<file path="src/rtl/gbc_pkg.sv">
package gbc_pkg;
    localparam int BYTE_W = 8;

    typedef struct packed {
        logic [4:0] spare;
        logic       oe;
        logic       lvl;
        logic       dout;
    } ctl_byte_t;

    // Store the written byte, dropping its level bit; take the level from
    // the data bit when output is enabled, else keep the old level.
    function automatic ctl_byte_t merge_write(ctl_byte_t old, logic [BYTE_W-1:0] wd);
        ctl_byte_t r;
        r     = ctl_byte_t'(wd);
        r.lvl = wd[2] ? wd[0] : old.lvl;
        return r;
    endfunction
endpackage

</file>
<file path="src/rtl/gbc_in_sync.sv">
module gbc_in_sync #(
    parameter int             N       = 36,
    parameter int             STAGES  = 2,
    parameter logic [N-1:0]   RST_VAL = '0
) (
    input  logic         clk,
    input  logic         rst,
    input  logic [N-1:0] pin_in,
    output logic [N-1:0] lvl_now,
    output logic [N-1:0] chg
);
    logic [N-1:0] stg [STAGES];
    logic [N-1:0] seen;

    always_ff @(posedge clk) begin
        if (rst) begin
            for (int s = 0; s < STAGES; s++) stg[s] <= RST_VAL;
            seen <= RST_VAL;
        end else begin
            stg[0] <= pin_in;
            for (int s = 1; s < STAGES; s++) stg[s] <= stg[s-1];
            seen <= stg[STAGES-1];
        end
    end

    assign lvl_now = stg[STAGES-1];
    assign chg     = stg[STAGES-1] ^ seen;
endmodule

</file>
<file path="src/rtl/gbc_ctl_bank.sv">
module gbc_ctl_bank
    import gbc_pkg::*;
#(
    parameter int N        = 36,
    parameter int BASE     = 8,
    parameter int AW       = 6,
    parameter int HIGH_PIN = 1
) (
    input  logic                     clk,
    input  logic                     rst,
    input  logic                     wr_en,
    input  logic [AW-1:0]            wr_addr,
    input  logic [BYTE_W-1:0]        wr_data,
    input  logic [N-1:0]             ev_chg,
    input  logic [N-1:0]             ev_lvl,
    output ctl_byte_t [N-1:0]        ctl_q,
    output logic                     err_q
);
    logic [N-1:0] hit;
    logic [N-1:0] oe_vec;

    for (genvar i = 0; i < N; i++) begin : g_pin
        localparam ctl_byte_t RST_BYTE = (i == HIGH_PIN) ? ctl_byte_t'(8'h02) : ctl_byte_t'(8'h00);
        ctl_byte_t nxt;

        assign hit[i]    = wr_en && (wr_addr == AW'(BASE + i));
        assign oe_vec[i] = ctl_q[i].oe;

        always_comb begin
            nxt = ctl_q[i];
            if (hit[i])    nxt = merge_write(ctl_q[i], wr_data);
            if (ev_chg[i]) nxt.lvl = ev_lvl[i];
        end

        always_ff @(posedge clk) begin
            if (rst)                      ctl_q[i] <= RST_BYTE;
            else if (hit[i] || ev_chg[i]) ctl_q[i] <= nxt;
        end

        // output-enabled write copies data into level
        a_r2_oe_copies_data: assert property (@(posedge clk) disable iff (rst)
            (hit[i] && wr_data[2] && !ev_chg[i]) |=> (ctl_q[i].lvl == $past(wr_data[0])));
        // write without output enable keeps level
        a_r2_keep_level: assert property (@(posedge clk) disable iff (rst)
            (hit[i] && !wr_data[2] && !ev_chg[i]) |=> $stable(ctl_q[i].lvl));
        // nothing touches the byte when there is neither write nor input change
        a_r5_quiet_stable: assert property (@(posedge clk) disable iff (rst)
            (!hit[i] && !ev_chg[i]) |=> $stable(ctl_q[i]));
        // input change wins for the level bit
        a_r10_input_wins: assert property (@(posedge clk) disable iff (rst)
            ev_chg[i] |=> (ctl_q[i].lvl == $past(ev_lvl[i])));
    end

    always_ff @(posedge clk) begin
        if (rst) err_q <= 1'b0;
        else     err_q <= |(ev_chg & oe_vec);
    end
endmodule

</file>
<file path="src/rtl/gbc_rd_mux.sv">
module gbc_rd_mux
    import gbc_pkg::*;
#(
    parameter int N        = 36,
    parameter int LVL_REGS = 8,
    parameter int AW       = 6
) (
    input  logic [AW-1:0]       addr,
    input  ctl_byte_t [N-1:0]   ctl_q,
    output logic [BYTE_W-1:0]   rdata
);
    localparam int LVL_BITS = LVL_REGS * BYTE_W;
    logic [LVL_BITS-1:0] lvl_vec;

    for (genvar j = 0; j < LVL_BITS; j++) begin : g_lvl
        if (j < N) begin : g_live
            assign lvl_vec[j] = ctl_q[j].lvl;
        end else begin : g_zero
            assign lvl_vec[j] = 1'b0;
        end
    end

    always_comb begin
        int a;
        a     = int'(addr);
        rdata = '0;
        if (a < LVL_REGS)
            rdata = lvl_vec[a*BYTE_W +: BYTE_W];
        else if (a - LVL_REGS < N)
            rdata = ctl_q[a - LVL_REGS];
    end
endmodule

</file>
<file path="src/rtl/gbc_gpio_ctl.sv">
module gbc_gpio_ctl
    import gbc_pkg::*;
#(
    parameter int NUM_PINS    = 36,
    parameter int LVL_REGS    = 8,
    parameter int WINDOW      = 48,
    parameter int SYNC_STAGES = 2,
    parameter int IRQ_LO_PIN  = 1,
    parameter int IRQ_HI_PIN  = 9
) (
    input  logic                 clk,
    input  logic                 rst,
    input  logic [5:0]           bus_addr,
    input  logic                 bus_we,
    input  logic [7:0]           bus_wdata,
    output logic [7:0]           bus_rdata,
    input  logic [NUM_PINS-1:0]  pin_in,
    output logic                 irq_on_low,
    output logic                 irq_on_high,
    output logic                 err_pulse
);
    localparam int AW = $clog2(WINDOW);
    localparam logic [NUM_PINS-1:0] PIN_RST = NUM_PINS'(1) << IRQ_LO_PIN;
    localparam int CTL_END = LVL_REGS + NUM_PINS;

    logic [NUM_PINS-1:0]    lvl_now, chg;
    ctl_byte_t [NUM_PINS-1:0] ctl_q;

    gbc_in_sync #(.N(NUM_PINS), .STAGES(SYNC_STAGES), .RST_VAL(PIN_RST)) u_sync (
        .clk(clk), .rst(rst), .pin_in(pin_in), .lvl_now(lvl_now), .chg(chg)
    );

    gbc_ctl_bank #(.N(NUM_PINS), .BASE(LVL_REGS), .AW(AW), .HIGH_PIN(IRQ_LO_PIN)) u_bank (
        .clk(clk), .rst(rst), .wr_en(bus_we), .wr_addr(AW'(bus_addr)), .wr_data(bus_wdata),
        .ev_chg(chg), .ev_lvl(lvl_now), .ctl_q(ctl_q), .err_q(err_pulse)
    );

    gbc_rd_mux #(.N(NUM_PINS), .LVL_REGS(LVL_REGS), .AW(AW)) u_rd (
        .addr(AW'(bus_addr)), .ctl_q(ctl_q), .rdata(bus_rdata)
    );

    assign irq_on_low  = !ctl_q[IRQ_LO_PIN].lvl;
    assign irq_on_high =  ctl_q[IRQ_HI_PIN].lvl;

    // unmapped tail of the window reads zero
    a_r4_hole_zero: assert property (@(posedge clk) disable iff (rst)
        (int'(bus_addr) >= CTL_END) |-> (bus_rdata == 8'h00));
    // error flag follows an input change
    a_r9_err_cause: assert property (@(posedge clk) disable iff (rst)
        err_pulse |-> $past(|chg));
endmodule

</file>
<file path="config.mk">
export PLATFORM = sky130hd
export DESIGN_NAME = gbc_gpio_ctl
export DESIGN_NICKNAME = d
export VERILOG_FILES = /design/src/rtl/gbc_pkg.sv /design/src/rtl/gbc_in_sync.sv /design/src/rtl/gbc_ctl_bank.sv /design/src/rtl/gbc_rd_mux.sv /design/src/rtl/gbc_gpio_ctl.sv
export SDC_FILE = /design/constraint.sdc
export NUM_CORES = 1
export LEC_CHECK = 0
export BUFFER_PORTS_ARGS = -buffer_cell sky130_fd_sc_hd__buf_2
export CAP_MARGIN = 0
export CORE_ASPECT_RATIO = 0.9
export CORE_UTILIZATION = 56
export DETAILED_ROUTE_END_ITERATION = 8
export PLACE_DENSITY = 0.76
export SETUP_SLACK_MARGIN = 0.4
export SYNTH_ARGS = -nofsm -noshare
export SYNTH_HDL_FRONTEND = slang
export SYNTH_SLANG_ARGS = --single-unit
</file>
<file path="constraint.sdc">
create_clock -name clk -period 2.4 [get_ports clk]
set_clock_uncertainty 0.1 [all_clocks]
set_input_delay 0.36 -clock clk [delete_from_list [all_inputs] [get_ports clk]]
set_output_delay 0.36 -clock clk [all_outputs]
set_load 0.02 [all_outputs]
</file>
==> summary.txt <==
Logic synthesis
  – Seq/Total Area, Yosys: 0.458
  – Post-Synthesis Net Count: 1856
  – Dominant synthesized flop cell: dfxtp_1
  – Synth warn: 0
  – Syn_area_per_cell: 9.64 sq um
  – Ys async rst share: 0
  – Distinct cell type count after synthesis: 70
  – #FFs+latches synth: 397
  – Post-synth EDFFs: 0
  – Mapped Cells: 1800
  – Synth Cell Area: 17300 sq um

Power and ir drop
  – Total power: 0.0151 W
  – Max VDD drop: 0.000641 V
  – Leak: 8.39 nW
  – Pwr dens: 703 nW/um^2

Timing
  – Final setup violation count: 8
  – Setup tns final: -2.58 ns
  – Actual slew at the worst max-slew pin: 0.863 ns
  – Fin worst setup slack: -0.473 ns
  – Minimum clock period: 2.87 ns
  – Final Hold Vio Count: 0
  – Fmax: 348 MHz
  – RSZ-0062 raised after global routing: true
  – Slew Limit Fails: 0
  – Hold WS: 0.180 ns
  – Max-slew headroom at the worst pin: 0.424
  – Final period util: 1.20

Worst hold path
  – Hold Crit Class: in2reg

Status
  – Status: finished with violations
  – Failing checks: negative setup slack

Routing
  – DRT iter0 DRCs: 1417
  – WL/cell: 21.6 um
  – Antenna Nets Post-Route: 0
  – DR vias: 14400
  – Routed WL: 52100 um
  – Via density: 5.95
  – Drt pass-1 iters: 6
  – DRC errors left: 0

Setup path
  – Startpoint types: register
  – CP Max Fanout: 2
  – CP endpoint kind: primary output
  – Crit path DAT: 2.41 ns
  – Req. time, crit path: 1.94 ns
  – Crit Path Category: reg2out
  – Crit-path max cell delay: 0.48 ns
  – Slowest cell on the critical path: mux4_2
  – CP Cell Sequence: mux4_2, mux4_2, nor2b_4, o31a_1, buf_6
  – CP most frequent cell: mux4_2

Cells and area
  – # nets final: 2035
  – Most common cell after layout, fill and taps aside: dfxtp_1
  – Post-layout util: 0.711
  – Fin cells: 2414
  – P&R area growth vs syn: 23.7%
  – Most frequent cells in the layout: dfxtp_1 (371), nor2_1 (205), mux2i_1 (186)
  – Fillers: 2174
  – Share of layout cells above drive strength 1: 0.236
  – Antenna diodes: 0

Clocking
  – Clock tree buffer depth: 3
  – TritonCTS clock tree: yes
  – Htree depth: 2
  – Clk sinks: 397
  – Num CTS Buffers: 40
  – Clk root buf: clkbuf_16
  – Worst skew pair latency: 0.54 ns
  – Clk pin slew, worst setup/hold paths: 0.06 ns

Floorplan
  – Die area: 31700 sq um
  – Initial core utilization: 0.575
  – Core area: 30200 sq um
  – Die Height: 169 um
  – Io pins: 64
  – FP Rows: 60
  – Die Width: 188 um

Global routing
  – Global route total overflow: 0
  – GRT Overall Usage: 0.325
  – Initial antenna violation count: 2
  – Number of global-route vias before repair: 13900
  – Largest net degree at the start of global routing: 97
  – First-pass GRT wire length: 79200 um

Placement
  – Placed Cells: 2292
  – Port Buf Inserts: 62
  – Final HPWL DP: 35800 um
  – Final GP Congestion: 1.00

Run
  – Max_cap viols: 0
## per-stage QoR
step / setup slack [ns] / cell area, sq um
3_3_place_gp: -0.390 / 19200
2_1_floorplan: 0.0515 / 17500
6_report: -0.473 / 21500
5_1_grt: -0.525 / 21500
3_5_place_dp: -0.353 / 19200
4_1_cts: -0.467 / 21300
## critical path, delay by kind of cell (launching register included)
family	cells	cell delay [ns]
multiplexers	2	0.95
flip-flops	1	0.33
AO/OA/AOI/OAI	1	0.32
buffers and inverters	1	0.14
AND/OR/NAND/NOR	1	0.13
## registers in the layout, indices dropped and copies added, names as in the netlist
name	count
u_sync.stg	72
u_sync.seen	36
u_bank.ctl_q	288
u_bank.err_q	1
## power by group
part / switching [W] / internal, W / total (W) / leakage (nW)
clock network: 0.00271 / 0.00418 / 0.00689 / 0.717
logic: 0.000784 / 0.000609 / 0.00139 / 4.44
registers: 0.0000907 / 0.00671 / 0.00680 / 3.24
## synthesized netlist by cell type, drive strengths merged, types with 3 or more instances
cell | count | area (sq um)
a211oi | 5 | 37.5
a21oi | 138 | 691
a221oi | 12 | 105
a22o | 7 | 61.3
a22oi | 16 | 120
and2 | 7 | 43.8
and3 | 15 | 93.8
and3b | 4 | 35.0
buf | 52 | 289
clkbuf | 92 | 347
dfxtp | 397 | 7950
ha | 3 | 37.5
inv | 43 | 161
maj3 | 26 | 260
mux2 | 6 | 67.6
mux2i | 187 | 1870
mux4 | 65 | 1460
nand2 | 170 | 648
nand2b | 17 | 106
nand3 | 94 | 485
nand4 | 20 | 125
nor2 | 215 | 830
nor2b | 87 | 544
nor3 | 20 | 178
nor3b | 3 | 27.5
nor4 | 4 | 25.0
o2111ai | 3 | 26.3
o21ai | 9 | 45.0
o22ai | 7 | 43.8
o31ai | 3 | 22.5
or2 | 6 | 37.5
xor2 | 36 | 315
## metal layers
metal,GRT usage,up-vias,share of wire
li1,-,6613,-
met3,0.0852,114,0.099
met2,0.504,660,0.45
met4,0.113,4,0.031
met1,0.440,6976,0.42
met5,0,-,0.00046
## area by class of cell
class	instances	area, sq um	share of cell area
Clock buffer	50	1110	0.0517
Clock inverter	24	352	0.0164
Inverter	45	170	0.00793
Multi-Input combinational cell	1214	8870	0.413
Sequential cell	397	7990	0.372
Tap cell	403	504	0.0235
Timing Repair Buffer	281	2470	0.115
## logic make-up (layout without fill, tap and decap cells)
kind of cell / count (synthesis) / in the layout / synth area share
compound gates: 221 / 221 / 0.0766
xor+xnor: 36 / 36 / 0.0182
fa+ha+maj: 29 / 29 / 0.0172
buf+inv: 189 / 400 / 0.0464
flops: 397 / 397 / 0.458
mux: 258 / 258 / 0.196
simple gates: 670 / 670 / 0.187
## worst paths after layout
check / endpoint / cells past startpoint / slack [ns] / from
setup / recovery: bus_rdata[1] / 5 / -0.47 / u_bank.ctl_q[217]
hold / removal: u_sync.seen[32] / 2 / 0.18 / rst
setup reg to reg: u_bank.err_q / 5 / 0.42 / u_sync.seen[14]
hold reg to reg: u_sync.stg[0][44] / 1 / 0.34 / u_sync.stg[0][8]
## timing repair
item,in CTS,in global routing
hold buffers,36,0
pin swaps,11,15
buffers inserted,9,2
setup endpoints to repair,9,51
gates resized for setup,59,30
hold endpoints to repair,36,0
cloned,1,0
Power figures use the tool's default switching activity.
